$ cat config.mk
export PLATFORM = sky130hd
export DESIGN_NAME = ring_phase_quantizer
export DESIGN_NICKNAME = d
export VERILOG_FILES = /design/src/rtl/pq_pkg.sv /design/src/rtl/pq_transition_detect.sv /design/src/rtl/pq_onehot_enc.sv /design/src/rtl/pq_mod_diff.sv /design/src/rtl/ring_phase_quantizer.sv
export SDC_FILE = /design/constraint.sdc
export NUM_CORES = 1
export LEC_CHECK = 0
export ABC_CLOCK_PERIOD_IN_PS = 7620
export BUFFER_PORTS_ARGS = -buffer_cell sky130_fd_sc_hd__buf_2
export CORE_ASPECT_RATIO = 0.5
export CORE_MARGIN = 4
export CORE_UTILIZATION = 35
export DETAILED_ROUTE_END_ITERATION = 7
export PLACE_DENSITY = 0.62
export SLEW_MARGIN = 10
export SYNTH_ARGS = -nofsm -noshare
export SYNTH_HDL_FRONTEND = slang
export SYNTH_HIERARCHICAL = 1
export SYNTH_SLANG_ARGS = --single-unit
$ cat constraint.sdc
create_clock -name clk -period 7.62 [get_ports clk]
set_input_delay 0.762 -clock clk [delete_from_list [all_inputs] [get_ports clk]]
set_output_delay 0.762 -clock clk [all_outputs]
set_load 0.05 [all_outputs]
$ cat src/rtl/pq_pkg.sv
// Shared helpers for the ring phase quantizer.
// Assumes: level counts are at least 2.
package pq_pkg;
    // Width of an index that can address 'levels' distinct phase states.
    function automatic int unsigned pq_idx_width(input int unsigned levels);
        return (levels <= 2) ? 1 : $clog2(levels);
    endfunction
endpackage

$ cat src/rtl/pq_transition_detect.sv
// Transition detector: flags the switching stage of the ring.
// Assumes: stage i output is taps[i], stage i input is taps[i-1],
// and stage 0 input is the inverted last tap (the ring's only inversion).
// Flag k<STAGES marks a rising edge of stage k; flag STAGES+k marks a falling one.
module pq_transition_detect #(
    parameter int unsigned STAGES = 15,
    localparam int unsigned LEVELS = 2 * STAGES
) (
    input  logic [STAGES-1:0] taps,
    output logic [LEVELS-1:0] flags
);
    for (genvar i = 0; i < STAGES; i++) begin : g_stage
        logic stg_in;
        // Stage input: wrap inversion for stage 0, previous tap otherwise.
        if (i == 0) begin : g_wrap
            assign stg_in = ~taps[STAGES-1];
        end else begin : g_chain
            assign stg_in = taps[i-1];
        end
        // Rising and falling flags from input/output disagreement.
        assign flags[i]          = stg_in & ~taps[i];
        assign flags[STAGES + i] = ~stg_in & taps[i];
    end
endmodule

$ cat src/rtl/pq_onehot_enc.sv
// One-hot to binary encoder with a legality flag.
// Assumes: a legal input has exactly one bit set; otherwise the index is
// an OR of several positions and must be ignored by the caller.
module pq_onehot_enc #(
    parameter int unsigned LEVELS = 30,
    localparam int unsigned IDXW = pq_pkg::pq_idx_width(LEVELS)
) (
    input  logic [LEVELS-1:0] onehot,
    output logic [IDXW-1:0]   idx,
    output logic              legal
);
    // OR together the position numbers of all set bits.
    always_comb begin
        idx = '0;
        for (int k = 0; k < LEVELS; k++) begin
            if (onehot[k]) idx = idx | IDXW'(k);
        end
    end

    // Legal only with exactly one flag set.
    assign legal = ($countones(onehot) == 1);

    // Encoded index must point at the flag that is set.
    always_comb begin
        if (legal) begin
            assert_enc_points_R3: assert (int'(idx) < LEVELS && onehot[idx]);
        end
    end
endmodule

$ cat src/rtl/pq_mod_diff.sv
// Modular differentiator: (cur - prev) mod LEVELS.
// Assumes: both operands already lie in 0..LEVELS-1.
module pq_mod_diff #(
    parameter int unsigned LEVELS = 30,
    localparam int unsigned IDXW = pq_pkg::pq_idx_width(LEVELS)
) (
    input  logic [IDXW-1:0] cur,
    input  logic [IDXW-1:0] prev,
    output logic [IDXW-1:0] diff
);
    logic [IDXW:0] wide;
    // Subtract, adding one full cycle when the phase wrapped.
    always_comb begin
        if (cur >= prev) wide = {1'b0, cur} - {1'b0, prev};
        else             wide = {1'b0, cur} + (IDXW+1)'(LEVELS) - {1'b0, prev};
        diff = wide[IDXW-1:0];
    end
endmodule

$ cat src/rtl/ring_phase_quantizer.sv
// Ring oscillator phase quantizer top.
// Detects the switching stage, encodes it to a phase index of 2*STAGES levels
// and differences successive legal indices modulo 2*STAGES.
// Assumes: taps are synchronous to clk; phase advance per sample < one cycle.
module ring_phase_quantizer import pq_pkg::*; #(
    parameter int unsigned STAGES = 15,
    localparam int unsigned LEVELS = 2 * STAGES,
    localparam int unsigned IDXW = pq_idx_width(LEVELS)
) (
    input  logic              clk,
    input  logic              rst_n,
    input  logic              sample_en,
    input  logic [STAGES-1:0] taps,
    output logic [IDXW-1:0]   phase_idx,
    output logic [IDXW-1:0]   freq_word,
    output logic              freq_valid,
    output logic              code_err
);
    logic [LEVELS-1:0] flags;
    logic [IDXW-1:0]   new_idx;
    logic              new_legal;
    logic [IDXW-1:0]   step;
    logic              have_prev;

    pq_transition_detect #(.STAGES(STAGES)) u_detect (
        .taps  (taps),
        .flags (flags)
    );

    pq_onehot_enc #(.LEVELS(LEVELS)) u_enc (
        .onehot (flags),
        .idx    (new_idx),
        .legal  (new_legal)
    );

    pq_mod_diff #(.LEVELS(LEVELS)) u_diff (
        .cur  (new_idx),
        .prev (phase_idx),
        .diff (step)
    );

    // Sample register: update phase, difference and status per sample.
    always_ff @(posedge clk) begin
        if (!rst_n) begin
            phase_idx  <= '0;
            freq_word  <= '0;
            freq_valid <= 1'b0;
            code_err   <= 1'b0;
            have_prev  <= 1'b0;
        end else begin
            freq_valid <= 1'b0;
            code_err   <= 1'b0;
            if (sample_en) begin
                if (new_legal) begin
                    phase_idx <= new_idx;
                    have_prev <= 1'b1;
                    if (have_prev) begin
                        freq_word  <= step;
                        freq_valid <= 1'b1;
                    end
                end else begin
                    code_err <= 1'b1;
                end
            end
        end
    end

    // Phase index stays inside the 2N levels.
    assert_phase_range_R3: assert property (@(posedge clk) disable iff (!rst_n)
        int'(phase_idx) < LEVELS);

    // A valid word closes the modular sum from old to new phase.
    assert_diff_sum_R5: assert property (@(posedge clk) disable iff (!rst_n)
        freq_valid |-> ((int'($past(phase_idx)) + int'(freq_word)) % LEVELS) == int'(phase_idx));

    // Rejected sample never produces a valid word.
    assert_err_excl_R7: assert property (@(posedge clk) disable iff (!rst_n)
        code_err |-> !freq_valid);

    // Rejected sample leaves the stored phase unchanged.
    assert_err_hold_R7: assert property (@(posedge clk) disable iff (!rst_n)
        code_err |-> $stable(phase_idx));

    // Without a sample the outputs hold and the strobes stay low.
    assert_idle_hold_R8: assert property (@(posedge clk) disable iff (!rst_n)
        !$past(sample_en) |-> (!freq_valid && !code_err && $stable(phase_idx) && $stable(freq_word)));
endmodule

* Word level (Yosys, flattened, before mapping)
Cells that the tools add are included.
W data, S select, Z words.
** Storage, ports and cells
- Flip-flop bits (word level) :: 13
- Word-level logic and storage cells :: 152
- Output and inout port bits :: 12
- Input port bits :: 18
** Cells by class
- Bitwise operators :: 45
- Muxes and demuxes :: 63
- Order comparisons :: 1
- Equality and inequality tests :: 4
- Reductions and logical operators :: 2
- Add/subtract/negate cells :: 32
** Operators with widths (number)
- $add A32 B32 Y32 :: 14
- $mux W5 :: 29
- $eq A32 B2 Y1 const B :: 1
- $mux W4 :: 8
- $add A1 B1 Y2 :: 15
- $and A1 B1 Y1 :: 30
- $mux W1 :: 20
- $not A1 Y1 :: 15
- $mux W3 :: 4
- $sub A5 B5 Y5 :: 2
- $ne A2 B1 Y1 const B :: 3
- $add A5 B5 Y5 const B :: 1
- $ge A5 B5 Y1 :: 1
- $mux W2 :: 2
- $reduce_and A3 Y1 :: 1
- $reduce_and A2 Y1 :: 1

* Logic depth before layout (Yosys ltp)
Gate-level depths: netlist of the first run.
- Depth in word-level cells :: 43
- Mapped depth :: 20
- Mapped depth without buffers :: 19

* Modules after synthesis
The synthesis of the first run kept the hierarchy.
** Modules (own cells, without submodules)
- pq_onehot_enc :: area an instance 842.1 um^2, instances 1, cells an instance 87, sequential area each 0.0 um^2
- ring_phase_quantizer :: area an instance 521.8 um^2, instances 1, cells an instance 54, sequential area each 260.2 um^2
- pq_mod_diff :: area an instance 451.7 um^2, instances 1, cells an instance 60, sequential area each 0.0 um^2
- pq_transition_detect :: area an instance 190.2 um^2, instances 1, cells an instance 30, sequential area each 0.0 um^2

* Least setup slack after synthesis of the first run
OpenSTA, ideal clock, no wires.
- Path type :: input port to flip-flop
- Start :: in taps[6]
- End :: reg phase_idx[0]
- Required time :: 7.505 ns
- Setup slack :: 2.025 ns
- Arrival :: 5.480 ns
- Path buffers :: 1
- Setup time :: 0.115 ns
- Stages on the path :: 18
- Path through :: nor2b_1 inv_1 fa_1 inv_1 fa_1 fa_1 fa_1 fa_1 inv_1 fa_1 inv_1 ha_1 fa_1 or2_2 a21oi_2 buf_2 a21boi_0 o21a_1
** On the way
- Elaborated cells between the ends (all ways) :: 46
- Those cells by class :: add/sub: 10; eq/ne: 2; mux: 28; bitwise: 5; reduce/logical: 1
** RTL lines
- from (decl) :: line ring_phase_quantizer.sv:13 : input logic [STAGES-1:0] taps,
- $not A1 Y1 :: line pq_transition_detect.sv:21, pq_transition_detect.sv:22
- $and A1 B1 Y1 (on tied branches) :: line pq_transition_detect.sv:21, pq_transition_detect.sv:22
- $add A1 B1 Y2 (implied by the code) :: line pq_onehot_enc.sv:21 : assign legal = ($countones(onehot) == 1);
- $add A32 B32 Y32 (implied by the code) (3 in a row) :: line pq_onehot_enc.sv:21
- $add A32 B32 Y32 (implied by the code) (*) :: line pq_onehot_enc.sv:21
- $eq A32 B2 Y1 (*) :: line pq_onehot_enc.sv:21
- via new_legal :: line ring_phase_quantizer.sv:21 : logic new_legal;
- $ne A2 B1 Y1 (no line) (*)
- $reduce_and A2 Y1 (no line) (*)
- to (signal assigned) :: line ring_phase_quantizer.sv:55 : phase_idx <= new_idx;
- to (decl) :: line ring_phase_quantizer.sv:14 : output logic [IDXW-1:0] phase_idx,
Mark *: on every way through the listed nets, which the timed path passes. The rest lies on a longest branch. The select of a mux whose other input is x is not followed.
A chain may end at the register's enable or synchronous reset.

* Worst setup path after layout of the first run
- Start :: in taps[6]
- End :: reg freq_word[4]
** On the way
- Elaborated cells between the ends (all ways) :: 56
- Those cells by class :: add/sub: 13; order compare: 1; eq/ne: 2; mux: 34; bitwise: 5; reduce/logical: 1
** RTL lines
- $and A1 B1 Y1 :: line pq_transition_detect.sv:21 : assign flags[i] = stg_in & ~taps[i];
- via flags[7] :: line ring_phase_quantizer.sv:19 : logic [LEVELS-1:0] flags;
- $add A1 B1 Y2 (implied by the code) :: line pq_onehot_enc.sv:21
- $add A32 B32 Y32 (implied by the code) (4 in a row) :: line pq_onehot_enc.sv:21
- $eq A32 B2 Y1 :: line pq_onehot_enc.sv:21
- via new_legal :: line ring_phase_quantizer.sv:21
- $ne A2 B1 Y1 (no line)
- $reduce_and A3 Y1 (no line)
- to (signal assigned) :: line ring_phase_quantizer.sv:58 : freq_word <= step;
- to (decl) :: line ring_phase_quantizer.sv:15 : output logic [IDXW-1:0] freq_word,
The timed path passes the listed nets, and every way through them passes these cells. The select of a mux whose other input is x is not followed.

==> results of run 1 <==
## cell families after synthesis
group,count (synthesis),synth area share
AO/OA/AOI/OAI,27,0.104
XOR/XNOR,3,0.0131
adder cells (fa/ha/maj),43,0.358
buffers and inverters,55,0.112
flip-flops,13,0.130
multiplexers,7,0.0349
AND/OR/NAND/NOR,83,0.249
## stage by stage
| stage | instances | power, mW | setup slack (ps) |
|---|---|---|---|
| final | 332 | 0.554 | 1550 |
| after detailed placement | 328 | 0.465 | 1310 |
| after global placement | 328 | 0.452 | 1450 |
| after CTS | 332 | 0.567 | 1550 |
| after floorplan | 231 | 0.393 | 2030 |
| after global routing | 332 | 0.622 | 1230 |
## power groups by stage
stage / Combinational (mW) / Clock, mW / Sequential, mW
5_1_grt: 0.442 / 0.101 / 0.0788
2_1_floorplan: 0.296 / 0 / 0.0971
3_5_place_dp: 0.386 / 0 / 0.0793
3_3_place_gp: 0.373 / 0 / 0.0791
6_report: 0.380 / 0.0958 / 0.0780
4_1_cts: 0.391 / 0.0984 / 0.0781
## metal layers
metal,up-vias,share of wire,GRT usage
met5,-,0,0
met4,0,0,0.0201
met3,0,0.053,0.0236
met2,35,0.50,0.244
met1,750,0.45,0.154
li1,807,-,-
## sequential cells by signal (all words and copies together), names as in the netlist
signal,flops
freq_valid,1
have_prev,1
freq_word,5
code_err,1
phase_idx,5
## final cells by class
type,instances,area (sq um)
timing repair buffer,29,145
fill,568,3230
sequential,13,260
inverter,50,188
multi-input combinational,163,1520
tap,73,91.3
clock buffer,4,78.8
## path summary, 6_finish.rpt
path	to	start	slack (ps)
worst min register to register	freq_word[2]$_SDFFE_PN0P_	freq_word[2]$_SDFFE_PN0P_	450
worst max register to register	freq_word[4]$_SDFFE_PN0P_	phase_idx[3]$_SDFFE_PN0P_	5350
worst min-delay path	freq_word[2]$_SDFFE_PN0P_	freq_word[2]$_SDFFE_PN0P_	450
worst max-delay path	freq_word[4]$_SDFFE_PN0P_	taps[6]	1550
## cell usage in the layout (no fill, tap or decap), types with 2 or more instances in the layout
| cell type | netlist | layout |
|---|---|---|
| inv_1 | 50 | 50 |
| buf_2 | 2 | 29 |
| nor2b_1 | 28 | 28 |
| fa_1 | 24 | 24 |
| ha_1 | 19 | 19 |
| nand2_1 | 15 | 15 |
| dfxtp_1 | 13 | 13 |
| and3_1 | 8 | 8 |
| mux2i_1 | 7 | 7 |
| o21a_1 | 6 | 6 |
| nor2_1 | 5 | 5 |
| a21oi_1 | 5 | 5 |
| nor4_2 | 5 | 5 |
| nand4_1 | 5 | 5 |
| nor4_1 | 5 | 5 |
| nor3_1 | 4 | 4 |
| a21boi_0 | 3 | 3 |
| clkbuf_16 | 0 | 3 |
| and2_1 | 2 | 2 |
| a21boi_1 | 2 | 2 |
| and2b_2 | 2 | 2 |
| o21ai_0 | 2 | 2 |
| a21oi_2 | 2 | 2 |
| xnor2_1 | 2 | 2 |
| nand3_1 | 2 | 2 |
## worst reg2reg max path: cells and delay by family, from the launching register on
family                   cells  cell delay, ps
adder cells (fa/ha/maj)      2             700
AO/OA/AOI/OAI                5             910
multiplexers                 1              80
buffers and inverters        1              60
AND/OR/NAND/NOR              1              70
flip-flops                   1             330
==> metrics, run 1 <==
status complete, no violations; CP top delay family adder cells; synth cell count leaders inv_1, nor2b_1, fa_1; CTS clock-pin slew for the worst setup and hold paths 40 ps; Synth-to-Final Area Change 13.9%; largest area contributor in the netlist fa_1; CTS H-tree depth 1; worst setup path class in -> reg; combinational share of power 0.686; actual slew at the worst max-slew pin 460 ps; DRT antenna net count 0; RSZ-0062 raised after global routing no; ANT cells 0; total CTS buffers 3; Hold Crit Depth 2; Clock Tree Buf Depth 2; drt total wl 4.22 mm; slew margin rel. 0.694; die width 115 um; TritonRoute pass-1 iters 4; hold buffers post-CTS 0; DP HPWL 3.79 mm; core footprint 5520 sq um; Synth top area share 0.240; drc violations 0; first-pass GRT wire length 7.27 mm; period utilization 0.797; Max FO, Critical Path 13; Vias 1592; initial antenna violation count 0; Buffers on Ports 29; initial DRC count 136; Nets 321; max-slew violations 0; path type of the worst min-delay path reg -> reg; critical path's most frequent cell fa_1; CP Capture Type flop; cell count along the critical path 18; cell with the most instances after synthesis inv_1; total I/O pin count 30; worst r2r path cells 10; max cap viols 0; Clock Sinks 13; # rows 19; CP arrival 6230 ps; Leakage Power 1.11 nW; final hold vios 0; Synth cell types 36; WL/cell 12.7 um; mapped cell area 2010 sq um; power share of the clock group 0.173; final core occ 0.414; CTS tree built; Die Height 61.5 um; clk root buf clkbuf_16; setup TNS 0 ps; Remaining Overflow, GRT 0; gpl congestion 0.957; Critical Path Max Stage Delay 540 ps; post-placement cell area 2210 sq um; post-route minimum period 6070 ps; via/cell ratio 4.80; Final Cell Area 2280 sq um; Required @ worst endpoint 7780 ps; Synth Register Bits 13; main area contributors after synthesis fa_1, dfxtp_1, ha_1, inv_1, nor2b_1; Cell Int Power 310 uW; setup bufs post-CTS 0; post-cts resize count 0; startpoint types primary input; sequential area share after synthesis 0.130; top_reg_cell synth dfxtp_1; Synth Instances 231; vias in the first global route 1641; Initial Util 0.364; clk_skew 1.04 ps; Final setup viols 0; WHS 455 ps; gr usage total 0.127; switch share 0.441; Slowest cell on crit path fa_1; Synth Net Count 292; fraction of layout cells with a size suffix above 1 0.166; worst skew pair latency 240 ps; pin count of the biggest net entering global routing 19; Max Fclk 165 MHz; die area 7080 sq um; worst path bufs/invs 5; EDFF count, synth 0; Syn. warnings 6; syn_area_per_cell 8.68 sq um; ys async rst share 0; VDD IR max 144 uV; critical path, cell by cell buf_2 -> nor2b_1 -> inv_1 -> fa_1 -> inv_1 -> fa_1 -> fa_1 -> fa_1 -> fa_1 -> inv_1 -> fa_1 -> inv_1 -> ha_1 -> fa_1 -> or2_2 -> a21oi_2 -> and3_1 -> mux2i_1; pwr/cell area 243 nW/um^2; sequential share of power 0.141; P_sw 244 uW
Note: power is estimated with default switching activity, not from simulation.
==> run 2: changes to the inputs <==
ABC_CLOCK_PERIOD_IN_PS = 5700   (was 7620)
clock period = 5.7 ns   (was 7.62 ns; I/O delays follow)
==> run 2 against run 1 <==
Global-route usage grew 0.14 points. Cell count grew 2.1%. Clock skew grew 2.1 ps. Critical path depth grew 1. Clock-buffer cell count is the same. Register-to-register slack lost 1900 ps. Via count grew 2.2%. Largest cell class unchanged. Largest power group unchanged.
==> metrics, run 2 (synthesis results as in run 1) <==
actual slew at the worst max-slew pin 480 ps (+20.2 ps); CP arrival 5560 ps (-670 ps); final hold vios 0 (unchanged); Clock Tree Buf Depth 2 (unchanged); pin count of the biggest net entering global routing 19 (unchanged); gpl congestion 0.919 (-4.0%); worst r2r path cells 10 (unchanged); CP Capture Type flop; first-pass GRT wire length 7.25 mm (-0.29%); ANT cells 0 (unchanged); CTS tree built; commonest non-fill, non-tap cells in the layout inv_1, buf_2, nor2b_1, fa_1, ha_1; initial DRC count 118 (-13%); WHS 454 ps (-0.871 ps); critical path's most frequent cell fa_1; max-slew violations 0 (unchanged); DRT antenna net count 0 (unchanged); setup TNS 0 ps (unchanged); Nets 328 (+2.2%); TritonRoute pass-1 iters 4 (unchanged); die area 7080 sq um (unchanged); commonest non-fill, non-tap cell in the layout inv_1; fin worst setup slack 277 ps (-1270 ps); Leakage Power 1.15 nW (+3.1%); R2R Setup Slk 3460 ps (-1890 ps); DP HPWL 3.88 mm (+2.2%); Hold Startpoint freq_word[0]$_SDFFE_PN0P_; Reg2Reg Capture Point freq_word[4]$_SDFFE_PN0P_; Max Fclk 184 MHz; die width 115 um (unchanged); CTS clock-pin slew for the worst setup and hold paths 40 ps (about the same); Largest regs freq_word x5, phase_idx x5; VDD IR max 241 uV (+67%); slew margin rel. 0.679 (-0.0141); Min-Delay Endpoint freq_word[0]$_SDFFE_PN0P_; vias in the first global route 1661 (+1.2%); core footprint 5520 sq um (unchanged); Synth-to-Final Area Change 16.8%; post-cts resize count 0 (unchanged); Critical R2R Launch phase_idx[2]$_SDFFE_PN0P_; # rows 19 (unchanged); footprint of the multi-input gates 1530 sq um (+0.33%); Sequential Area 260 sq um (unchanged); period utilization 0.951; max cap viols 0 (unchanged); RSZ-0062 raised after global routing no; Initial Util 0.364 (unchanged); Fillers 554 (-2.5%); Die Height 61.5 um (unchanged); clk root buf clkbuf_16; startpoint types primary input; Clock Sinks 13 (unchanged); pre-CTS WS -86.2 ps (-1390 ps); total CTS buffers 3 (unchanged); final core occ 0.425 (+0.0104); Remaining Overflow, GRT 0 (unchanged); path type of the worst min-delay path reg -> reg; Slowest cell on crit path fa_1; initial antenna violation count 0 (unchanged); Final setup viols 0 (unchanged); fraction of layout cells with a size suffix above 1 0.192 (+0.0257); Hold Crit Depth 2 (unchanged); drt total wl 4.40 mm (+4.4%); Required @ worst endpoint 5830 ps (-1950 ps); Final Cell Area 2340 sq um (+2.5%); via/cell ratio 4.80 (about the same); status complete, no violations; pwr/cell area 327 nW/um^2 (+35%); worst path bufs/invs 6 (+1); drc violations 0 (unchanged); Critical Path Max Stage Delay 540 ps (about the same); WL/cell 13.0 um (+2.3%); post-placement cell area 2260 sq um (+2.4%); worst skew pair latency 240 ps (about the same); total I/O pin count 30 (unchanged); setup bufs post-CTS 0 (unchanged); post-route minimum period 5420 ps; CTS H-tree depth 1 (unchanged); gr usage total 0.128 (+0.00139); Vias 1627 (+2.2%); Buffers on Ports 29 (unchanged); Max FO, Critical Path 12 (-1); worst setup path class in -> reg; CP top delay family adder cells; clk_skew 3.10 ps (+2.06 ps); critical path, cell by cell buf_2 -> nor2b_1 -> inv_1 -> fa_1 -> inv_1 -> fa_1 -> fa_1 -> fa_1 -> fa_1 -> inv_1 -> fa_1 -> inv_1 -> ha_1 -> fa_1 -> or2_2 -> a21oi_2 -> buf_4 -> a21boi_0 -> o21a_1; hold buffers post-CTS 0 (unchanged)
run 2: final cells by class:
type	instances	area share
Multi-Input combinational cell	163	0.652
Sequential cell	13	0.111
Tap cell	73	0.0390
Inverter	50	0.0801
Timing Repair Buffer	36	0.0844
Clock buffer	4	0.0337
run 2: worst max-delay path by stage:
| stage | from | end | cells past startpoint | slack, ps |
|---|---|---|---|---|
| 6_report | taps[6] | phase_idx[3]$_SDFFE_PN0P_ | 19 | 280 |
| 2_1_floorplan | taps[6] | phase_idx[0]$_SDFFE_PN0P_ | 18 | 300 |
| 3_3_place_gp | taps[4] | freq_word[2]$_SDFFE_PN0P_ | 18 | 30 |
| 5_1_grt | taps[6] | phase_idx[0]$_SDFFE_PN0P_ | 19 | 10 |
| 4_1_cts | taps[4] | freq_word[2]$_SDFFE_PN0P_ | 16 | 150 |
| 3_5_place_dp | taps[6] | freq_word[2]$_SDFFE_PN0P_ | 18 | -90 |
run 2: routing by layer:
metal / global-route usage / share of wire / up-vias
li1: - / - / 817
met1: 0.161 / 0.45 / 769
met2: 0.243 / 0.50 / 37
met3: 0.0157 / 0.040 / 4
met4: 0.0268 / 0.0091 / 0
met5: 0 / 0 / -
run 2: tightest hold or removal path: cells and delay by family (launching register included):
kind / cells / cell delay [ps]
flip-flops: 1 / 300
AND/OR/NAND/NOR: 1 / 50
multiplexers: 1 / 50
run 2: stage by stage:
step	std cells	total power, mW
finish	339	0.765
global route	339	0.852
CTS	339	0.778
detailed placement	335	0.642
global placement	335	0.622
floorplan	231	0.525
run 2: where the power goes:
part / switching [mW] / leakage [nW] / total, mW / internal (mW)
clock network: 0.0360 / 0.0382 / 0.130 / 0.0941
logic: 0.295 / 1.01 / 0.531 / 0.235
registers: 0.00398 / 0.105 / 0.104 / 0.100
==> run 3: changes to the inputs <==
RECOVER_POWER = 100   (was unset)
==> run 3 against run 2 <==
Largest cell class unchanged. Core utilization down 0.27 points. Flip-flop and latch count did not move. Largest power group unchanged. Power fell by 0.41%. Via count fell by 0.55%. Critical endpoint unchanged. Cell count unchanged. Non-clock buffer count stayed put.
==> metrics, run 3 (synthesis results as in run 1) <==
final core occ 0.422 (-0.00272); period utilization 0.951 (about the same); VDD IR max 240 uV (-0.20%); fraction of layout cells with a size suffix above 1 0.147 (-0.0451); Clock Tree Buf Depth 2 (unchanged); worst setup path class in -> reg; max-slew violations 0 (unchanged); hold buffers post-CTS 0 (unchanged); Remaining Overflow, GRT 0 (unchanged); commonest non-fill, non-tap cell in the layout inv_1; CP Capture Type flop; Sequential Area 260 sq um (unchanged); Final setup viols 0 (unchanged); total CTS buffers 3 (unchanged); gpl congestion 0.919 (unchanged); Buffers on Ports 29 (unchanged); WL/cell 13.0 um (+0.14%); Initial Util 0.364 (unchanged); Die Height 61.5 um (unchanged); CP arrival 5550 ps (about the same); slew margin rel. 0.600 (-0.0796); placed insts 335 (unchanged); max cap viols 0 (unchanged); core footprint 5520 sq um (unchanged); worst skew pair latency 240 ps (about the same); drt total wl 4.41 mm (+0.14%); die width 115 um (unchanged); Final Cell Area 2330 sq um (-0.64%); RSZ-0062 raised after global routing no; clk_skew 3.08 ps (-0.0167 ps); actual slew at the worst max-slew pin 603 ps (+123 ps); initial DRC count 115 (-2.5%); post-placement cell area 2260 sq um (unchanged); final hold vios 0 (unchanged); footprint of the multi-input gates 1530 sq um (unchanged); R2R Setup Slk 3450 ps (about the same); Clock Sinks 13 (unchanged); total I/O pin count 30 (unchanged); WHS 457 ps (+2.91 ps); post-route minimum period 5420 ps (-4.33 ps); Required @ worst endpoint 5830 ps (about the same); die area 7080 sq um (unchanged); ANT cells 0 (unchanged); DP HPWL 3.88 mm (unchanged); fin cells 339 (unchanged); DRT antenna net count 0 (unchanged); # rows 19 (unchanged); TritonRoute pass-1 iters 4 (unchanged); Leakage Power 1.10 nW (-4.6%); Max FO, Critical Path 12 (unchanged); path type of the worst min-delay path reg -> reg; via/cell ratio 4.77 (-0.55%); Max Fclk 185 MHz (about the same); Nets 328 (unchanged); vias in the first global route 1661 (unchanged); Synth-to-Final Area Change 16.0%; pin count of the biggest net entering global routing 19 (unchanged); first-pass GRT wire length 7.25 mm (unchanged); commonest non-fill, non-tap cells in the layout inv_1, nor2b_1, fa_1, ha_1, buf_2; clk root buf clkbuf_16; gr usage total 0.128 (unchanged); CTS tree built; Fillers 556 (+0.36%); status complete, no violations; CTS clock-pin slew for the worst setup and hold paths 40 ps (about the same); drc violations 0 (unchanged); pwr/cell area 327 nW/um^2 (+0.23%); initial antenna violation count 0 (unchanged); Largest regs freq_word x5, phase_idx x5; Vias 1618 (-0.55%); startpoint types primary input; Tot Pwr 762 uW (-0.41%); CTS H-tree depth 1 (unchanged)
==> run 3: changes by cell type in the layout (fill, tap and decap cells not counted), sizes merged <==
cell	change
buf	-12
clkbuf	+12
==> run 3: critical path, stage by stage <==
cell,delay (ps)
buf_2,110
nor2b_1,220
inv_1,90
fa_1,510
inv_1,50
fa_1,450
fa_1,540
fa_1,440
fa_1,510
inv_1,50
fa_1,480
inv_1,40
ha_1,190
fa_1,380
or2_2,290
a21oi_2,160
buf_4,180
a21boi_0,100
o21a_1,170
==> run 3: area by class of cell <==
cell class / instances / share of cell area
sequential: 13 / 0.112
multi-input combinational: 163 / 0.656
clock buffer: 4 / 0.0339
inverter: 50 / 0.0806
timing repair buffer: 36 / 0.0785
tap: 73 / 0.0392
==> run 3: path summary, 6_finish.rpt <==
kind                                   from                        end  depth (start not counted)
setup / recovery                    taps[6]  phase_idx[3]$_SDFFE_PN0P_                         19
hold / removal    freq_word[0]$_SDFFE_PN0P_  freq_word[0]$_SDFFE_PN0P_                          2
setup reg to reg  phase_idx[2]$_SDFFE_PN0P_  freq_word[4]$_SDFFE_PN0P_                         10
hold reg to reg   freq_word[0]$_SDFFE_PN0P_  freq_word[0]$_SDFFE_PN0P_                          2
==> run 3: report_power, final <==
part,switching (mW),internal [mW]
logic,0.294,0.233
clock network,0.0360,0.0941
registers,0.00415,0.100
total,0.334,0.428
==> run 3: repair_timing <==
| item | in CTS | in global routing |
|---|---|---|
| resized for setup | 0 | 2 |
| setup endpoints to repair | 0 | 6 |
| setup buffers | 0 | 0 |
| endpoints found under the hold margin | 0 | 0 |
==> run 3: per-stage QoR <==
| step | setup slack, ps | setup TNS (ps) |
|---|---|---|
| global route | 16.4 | 0 |
| detailed placement | -86.2 | -348 |
| floorplan | 297 | 0 |
| global placement | 31.1 | 0 |
| finish | 282 | 0 |
| CTS | 153 | 0 |
==> run 3: routing by layer <==
metal | track usage | part of all wire | up-vias
met4 | 0.0268 | 0.0091 | 0
met2 | 0.243 | 0.50 | 37
met1 | 0.161 | 0.45 | 759
met5 | 0 | 0 | -
met3 | 0.0157 | 0.040 | 4
li1 | - | - | 818
